==> src/rtl/i2cam_pkg.sv <==
package i2cam_pkg;
  localparam int BYTE_W = 8;
  localparam int A7_W   = 7;
  localparam int A10_W  = 10;
  localparam int HI_W   = A10_W - BYTE_W;

  typedef enum logic [1:0] {
    PH_IDLE  = 2'd0,
    PH_FIRST = 2'd1,
    PH_LOW   = 2'd2,
    PH_DONE  = 2'd3
  } phase_t;

  typedef struct packed {
    logic ack;
    logic matched;
    logic rw;
    logic gcall;
  } verdict_t;
endpackage

==> src/rtl/i2cam_rst_sync.sv <==
module i2cam_rst_sync #(
  parameter int STAGES = 2
) (
  input  logic clk,
  input  logic arst_n,
  output logic srst_n
);
  logic [STAGES-1:0] chain;

  always_ff @(posedge clk or negedge arst_n) begin
    if (!arst_n) chain <= '0;
    else         chain <= {chain[STAGES-2:0], 1'b1};
  end

  assign srst_n = chain[STAGES-1];
endmodule

==> src/rtl/i2cam_mask_cmp.sv <==
module i2cam_mask_cmp #(
  parameter int W = 7
) (
  input  logic [W-1:0] rx,
  input  logic [W-1:0] own,
  input  logic [W-1:0] dc,
  output logic         hit
);
  logic [W-1:0] bit_ok;

  for (genvar i = 0; i < W; i++) begin : g_bit
    assign bit_ok[i] = dc[i] | ~(rx[i] ^ own[i]);
  end

  assign hit = &bit_ok;
endmodule

==> src/rtl/i2cam_classify.sv <==
module i2cam_classify
  import i2cam_pkg::*;
(
  input  logic [BYTE_W-1:0] rx_byte,
  output logic              is_gc,
  output logic              is_rsv,
  output logic              is_hdr
);
  logic low_band;
  logic top_band;

  always_comb begin
    is_gc    = (rx_byte == '0);
    low_band = (rx_byte[7:4] == 4'b0000) && !is_gc;
    top_band = (rx_byte[7:3] == 5'b11111);
    is_rsv   = low_band | top_band;
    is_hdr   = (rx_byte[7:3] == 5'b11110);
  end
endmodule

==> src/rtl/i2cam_seq.sv <==
module i2cam_seq
  import i2cam_pkg::*;
(
  input  logic   clk,
  input  logic   rst_n,
  input  logic   byte_valid,
  input  logic   rw_bit,
  input  logic   start_det,
  input  logic   rstart_det,
  input  logic   stop_det,
  input  logic   ten_bit_en,
  input  logic   gcall_en,
  input  logic   is_gc,
  input  logic   is_rsv,
  input  logic   is_hdr,
  input  logic   hit7,
  input  logic   hit_hi,
  input  logic   hit_lo,
  output phase_t phase,
  output logic   ack_valid,
  output verdict_t verdict
);
  phase_t   ph_q, ph_d;
  logic     bound_q, bound_d;
  logic     dv_q, dv_d;
  verdict_t vd_q, vd_d;
  logic     any_ev;
  logic     upd_en;

  always_comb begin
    ph_d    = ph_q;
    bound_d = bound_q;
    dv_d    = 1'b0;
    vd_d    = vd_q;
    vd_d.ack = 1'b0;
    any_ev  = stop_det | start_det | rstart_det;

    if (stop_det) begin
      ph_d    = PH_IDLE;
      bound_d = 1'b0;
      vd_d    = '0;
    end else if (start_det) begin
      ph_d    = PH_FIRST;
      bound_d = 1'b0;
      vd_d    = '0;
    end else if (rstart_det) begin
      ph_d    = PH_FIRST;
      vd_d    = '0;
    end else if (byte_valid) begin
      unique case (ph_q)
        PH_FIRST: begin
          dv_d         = 1'b1;
          ph_d         = PH_DONE;
          bound_d      = 1'b0;
          vd_d.matched = 1'b0;
          vd_d.gcall   = 1'b0;
          vd_d.rw      = rw_bit;
          if (is_gc) begin
            vd_d.gcall   = 1'b1;
            vd_d.ack     = gcall_en;
            vd_d.matched = gcall_en;
          end else if (is_rsv) begin
            vd_d.ack = 1'b0;
          end else if (ten_bit_en) begin
            if (is_hdr && hit_hi) begin
              if (!rw_bit) begin
                vd_d.ack = 1'b1;
                ph_d     = PH_LOW;
              end else if (bound_q) begin
                vd_d.ack     = 1'b1;
                vd_d.matched = 1'b1;
                bound_d      = 1'b1;
              end
            end
          end else if (!is_hdr && hit7) begin
            vd_d.ack     = 1'b1;
            vd_d.matched = 1'b1;
          end
        end
        PH_LOW: begin
          dv_d         = 1'b1;
          ph_d         = PH_DONE;
          vd_d.rw      = 1'b0;
          vd_d.gcall   = 1'b0;
          vd_d.ack     = hit_lo;
          vd_d.matched = hit_lo;
          bound_d      = hit_lo;
        end
        default: begin
          ph_d = ph_q;
        end
      endcase
    end

    upd_en = any_ev | byte_valid | dv_q | vd_q.ack;
  end

  always_ff @(posedge clk or negedge rst_n) begin
    if (!rst_n) begin
      ph_q    <= PH_IDLE;
      bound_q <= 1'b0;
      dv_q    <= 1'b0;
      vd_q    <= '0;
    end else if (upd_en) begin
      ph_q    <= ph_d;
      bound_q <= bound_d;
      dv_q    <= dv_d;
      vd_q    <= vd_d;
    end
  end

  assign phase     = ph_q;
  assign ack_valid = dv_q;
  assign verdict   = vd_q;
endmodule

==> src/rtl/i2c_addr_match.sv <==
module i2c_addr_match
  import i2cam_pkg::*;
(
  input  logic              clk,
  input  logic              rst_n,
  input  logic              byte_valid,
  input  logic [BYTE_W-1:0] byte_data,
  input  logic              start_det,
  input  logic              rstart_det,
  input  logic              stop_det,
  input  logic [A10_W-1:0]  own_addr,
  input  logic [A10_W-1:0]  addr_mask,
  input  logic              ten_bit_en,
  input  logic              gcall_en,
  input  logic              mgmt_en,
  output logic              ack_valid,
  output logic              ack,
  output logic              matched,
  output logic              rw,
  output logic              gcall
);
  logic             core_rst_n;
  logic [A10_W-1:0] eff_mask;
  logic             is_gc, is_rsv, is_hdr;
  logic             hit7, hit_hi, hit_lo;
  phase_t           seq_phase;
  verdict_t         vd;

  assign eff_mask = mgmt_en ? '0 : addr_mask;

  i2cam_rst_sync #(.STAGES(2)) u_rst (
    .clk    (clk),
    .arst_n (rst_n),
    .srst_n (core_rst_n)
  );

  i2cam_classify u_cls (
    .rx_byte (byte_data),
    .is_gc   (is_gc),
    .is_rsv  (is_rsv),
    .is_hdr  (is_hdr)
  );

  i2cam_mask_cmp #(.W(A7_W)) u_cmp7 (
    .rx  (byte_data[BYTE_W-1:1]),
    .own (own_addr[A7_W-1:0]),
    .dc  (eff_mask[A7_W-1:0]),
    .hit (hit7)
  );

  i2cam_mask_cmp #(.W(HI_W)) u_cmp_hi (
    .rx  (byte_data[HI_W:1]),
    .own (own_addr[A10_W-1:BYTE_W]),
    .dc  (eff_mask[A10_W-1:BYTE_W]),
    .hit (hit_hi)
  );

  i2cam_mask_cmp #(.W(BYTE_W)) u_cmp_lo (
    .rx  (byte_data),
    .own (own_addr[BYTE_W-1:0]),
    .dc  (eff_mask[BYTE_W-1:0]),
    .hit (hit_lo)
  );

  i2cam_seq u_seq (
    .clk        (clk),
    .rst_n      (core_rst_n),
    .byte_valid (byte_valid),
    .rw_bit     (byte_data[0]),
    .start_det  (start_det),
    .rstart_det (rstart_det),
    .stop_det   (stop_det),
    .ten_bit_en (ten_bit_en),
    .gcall_en   (gcall_en),
    .is_gc      (is_gc),
    .is_rsv     (is_rsv),
    .is_hdr     (is_hdr),
    .hit7       (hit7),
    .hit_hi     (hit_hi),
    .hit_lo     (hit_lo),
    .phase      (seq_phase),
    .ack_valid  (ack_valid),
    .verdict    (vd)
  );

  assign ack     = vd.ack;
  assign matched = vd.matched;
  assign rw      = vd.rw;
  assign gcall   = vd.gcall;
endmodule

==> config.mk <==
export PLATFORM = sky130hd
export DESIGN_NAME = i2c_addr_match
export DESIGN_NICKNAME = d
export VERILOG_FILES = /design/src/rtl/i2cam_pkg.sv /design/src/rtl/i2cam_rst_sync.sv /design/src/rtl/i2cam_mask_cmp.sv /design/src/rtl/i2cam_classify.sv /design/src/rtl/i2cam_seq.sv /design/src/rtl/i2c_addr_match.sv
export SDC_FILE = /design/constraint.sdc
export NUM_CORES = 1
export LEC_CHECK = 0
export BUFFER_PORTS_ARGS = -buffer_cell sky130_fd_sc_hd__buf_2
export CAP_MARGIN = 0
export CORE_AREA = 10 10 50 67
export CTS_CLUSTER_SIZE = 14
export DETAILED_ROUTE_END_ITERATION = 8
export DIE_AREA = 0 0 60 77
export MAX_ROUTING_LAYER = met4
export PLACE_DENSITY = 0.69
export RECOVER_POWER = 50
export SLEW_MARGIN = 25
export SYNTH_ARGS = -nofsm -noshare
export SYNTH_HDL_FRONTEND = slang
export SYNTH_SLANG_ARGS = --single-unit
==> constraint.sdc <==
create_clock -name clk -period 0.8 [get_ports clk]
set_input_delay 0.04 -clock clk [delete_from_list [all_inputs] [get_ports clk]]
set_output_delay 0.04 -clock clk [all_outputs]
set_load 0.02 [all_outputs]
==> flow_summary.toml <==
[drt]
wl_per_cell_um = 15.8
ant_nets = 0
wl_mm = 3.29
drtPass1Iterations = 4
drt-initial-drc-count = 51
vias = 1072
routed_via_density = 5.15
drc_errors = 0

[sta]
final_hold_viol_count = 0
final-setup-viol-count = 12
rsz0062_at_grt = "true"
slew_headroom_pct = 64.4
period_share_pct = 189
report.final.slew_viol_count = 0
worst_pin_slew_ps = 534
max_freq_mhz = 661
fin_ws_ps = -713
skew_ps = 0.629
period_needed_ps = 1510

[power_and_ir_drop]
finalPower_mw = 1.56
p_per_area_mw_per_mm2 = 1010
leakage_nw = 0.744
ir_drop_mv = 0.965

[setup_path]
cp_data_arrival_time_ps = 1690
startpoint = "u_seq.phase[0]"
required_ps = 970
crit_path_start_kind = "register"
cp_max_fo = 4
timing.rr.start = "u_seq.phase[0]"
endpoint_kind = "register"
r2r_cells = 7
rrSetupSlack_ps = -710
path_class = "reg2reg"

[finish]
final_area_mm2 = 0.00155
insertedDiodeCount = 0
area_delta_synth_final_pct = 87.5
layout-drive-gt1-share_pct = 55.9
nets = 226
nFillCells = 178

[global_routing]
grt_util_met1_pct = 14.8
grt_remaining_overflow = 0
grt_usage_pct = 14.1
busiest_layer = "met2"
grt_first_pass_wirelength_mm = 5.30
first_global_vias = 1216
met3_usage_pct = 4.12
grt_max_degree = 9
grt_use_met2_pct = 25.2
antenna_found_initial = 0

[synthesis]
synth_seq_cells = 10
synth_simple_gate_area_share_pct = 22.4
syn_area_um2 = 828
syn_inst = 95
syn-num-nets = 134
yosys_warnings = 0
synth.top_cell.area_share_pct = 30.2
synthAdderAreaFrac_pct = 3.02
synth_top_cell_by_area = "dfrtp_1"
synth_top_family_by_area = "simple AND/OR/NAND/NOR gates"
synthTopCellsByArea = "dfrtp_1, xnor2_1, a21oi_1"
synthMuxAreaShare_pct = 0
synthDistinctLibCells = 33
seq_area_frac_synth_pct = 30.2
synth-compound-area-share_pct = 22.4
synth_xor_xnor_area_share_pct = 18.0
synth.avg_cell_area_um2 = 8.72

[min_path]
min_path_type = "in2async"

[clock_network]
clk_pin_slew_ps = 60
cts-root-buf = "clkbuf_4"
cts_buffers = 3
worstSkewPairLatency_ps = 250
htreeDepth = 1
clockBufferDepth = 2
cts_tree = "yes"
clock-sinks = 10

[floorplanning]
core-area_mm2 = 0.00215
initial_core_util_pct = 38.5
die_y_um = 77
die_w_um = 60
rows = 20
die_area_mm2 = 0.00462
io-pin-count = 42

[placed_design]
postPlaceCellArea_mm2 = 0.00137
gp_congestion = 0.914
hpwlAfterDp_mm = 2.59
numPortBuffers = 41
post-place-ws_ps = -728

[run]
cap_violations = 0

[outcome]
failed_checks = "setup timing"
status = "finished, violations left"
-- state kept, by name (all words and copies together), names as in the netlist --
register	count
u_rst.chain	2
u_seq.ack_valid	1
u_seq.bound_q	1
u_seq.phase	2
u_seq.verdict	4
-- path summary, 6_finish.rpt --
kind,to
worst max register to register,u_seq.verdict[2]
max in group asynchronous,u_seq.bound_q
worst max-delay path,u_seq.verdict[2]
min in group clk,u_seq.phase[0]
worst min-delay path,u_rst.chain[0]
worst min register to register,u_seq.verdict[3]
-- logic make-up (layout without fill, tap and decap cells) --
group / after synthesis / count (layout)
buffers and inverters: 8 / 99
DFF: 10 / 10
AOI/OAI and AO/OA: 27 / 27
xor gates and xnor gates: 17 / 17
and+or+nand+nor: 30 / 30
adders and majority gates: 2 / 2
other: 1 / 1
-- critical path: stages, from the launching register on --
cell and delay [ps]:
dfrtp_1 420, inv_2 80, ha_4 190, nand2b_4 150, nor2b_4 150, and2_4 180
a31oi_1 70, a32oi_1 200
-- cells in the mapped netlist, drive strengths merged --
library cell,n
or3,2
o211ai,1
and4b,1
nand3b,1
a221o,1
o21ai,2
nor2,3
a31oi,1
ha,2
nor4,6
nor3,1
a41oi,1
a32o,1
a222oi,1
o31ai,4
o22ai,3
nor2b,4
a21oi,8
dfrtp,10
nand3,2
nand2b,3
inv,8
o21a,2
xor2,4
conb,1
nand2,4
nor4b,1
a32oi,1
xnor2,13
a22o,1
and2,1
and4,1
-- area by class of cell --
type                       instances  area [um^2]  share of cell area [%]
clock buffer                       4         36.3                    2.34
inverter                           8         30.0                    1.93
multi-input combinational         77          614                    39.6
sequential                        10          250                    16.1
tap                               22         27.5                    1.77
timing repair buffer              87          594                    38.3
-- layout by cell type, fill, tap and decap left out, types with 2 or more instances in the layout --
| cell | n |
|---|---|
| buf_4 | 42 |
| buf_2 | 35 |
| xnor2_1 | 13 |
| dfrtp_1 | 10 |
| a21oi_1 | 8 |
| buf_6 | 8 |
| inv_1 | 6 |
| xor2_1 | 4 |
| nor4_1 | 4 |
| o31ai_1 | 3 |
| o22ai_1 | 3 |
| nand2_1 | 3 |
| nor2_1 | 3 |
| clkbuf_4 | 3 |
| inv_2 | 2 |
| nor2b_4 | 2 |
| nand2b_1 | 2 |
| nor2b_1 | 2 |
| o21a_1 | 2 |
| or3_1 | 2 |
| nand3_1 | 2 |
-- routing by layer --
metal	wire, um	vias up
li1	-	535
met1	1250	492
met2	1730	41
met3	276	4
met4	40	0
met5	0	-
-- stage by stage --
step / hold WS (ps) / setup TNS, ps / util, % / instances
CTS: 80.5 / -4530 / 70.4 / 204
global route: 92.5 / -5510 / 72.2 / 208
floorplan: -256 / -3140 / - / 95
global placement: -174 / -4200 / 63.5 / 196
detailed placement: -173 / -4590 / 63.5 / 196
finish: 90.2 / -4870 / 72.2 / 208
-- power by group --
group	switching (mW)	internal [mW]	total [mW]
Sequential	0.0169	0.519	0.536
Combinational	0.255	0.339	0.594
Clock	0.159	0.276	0.435
-- timing repair --
item	4_1_cts	5_1_grt
cloned	0	0
pin swaps	5	4
setup buffers	3	5
hold buffers	1	0
resized for setup	22	3
endpoints found under the setup margin	13	13
hold endpoints to repair	2	0
Note: power is estimated with default switching activity, not from simulation.
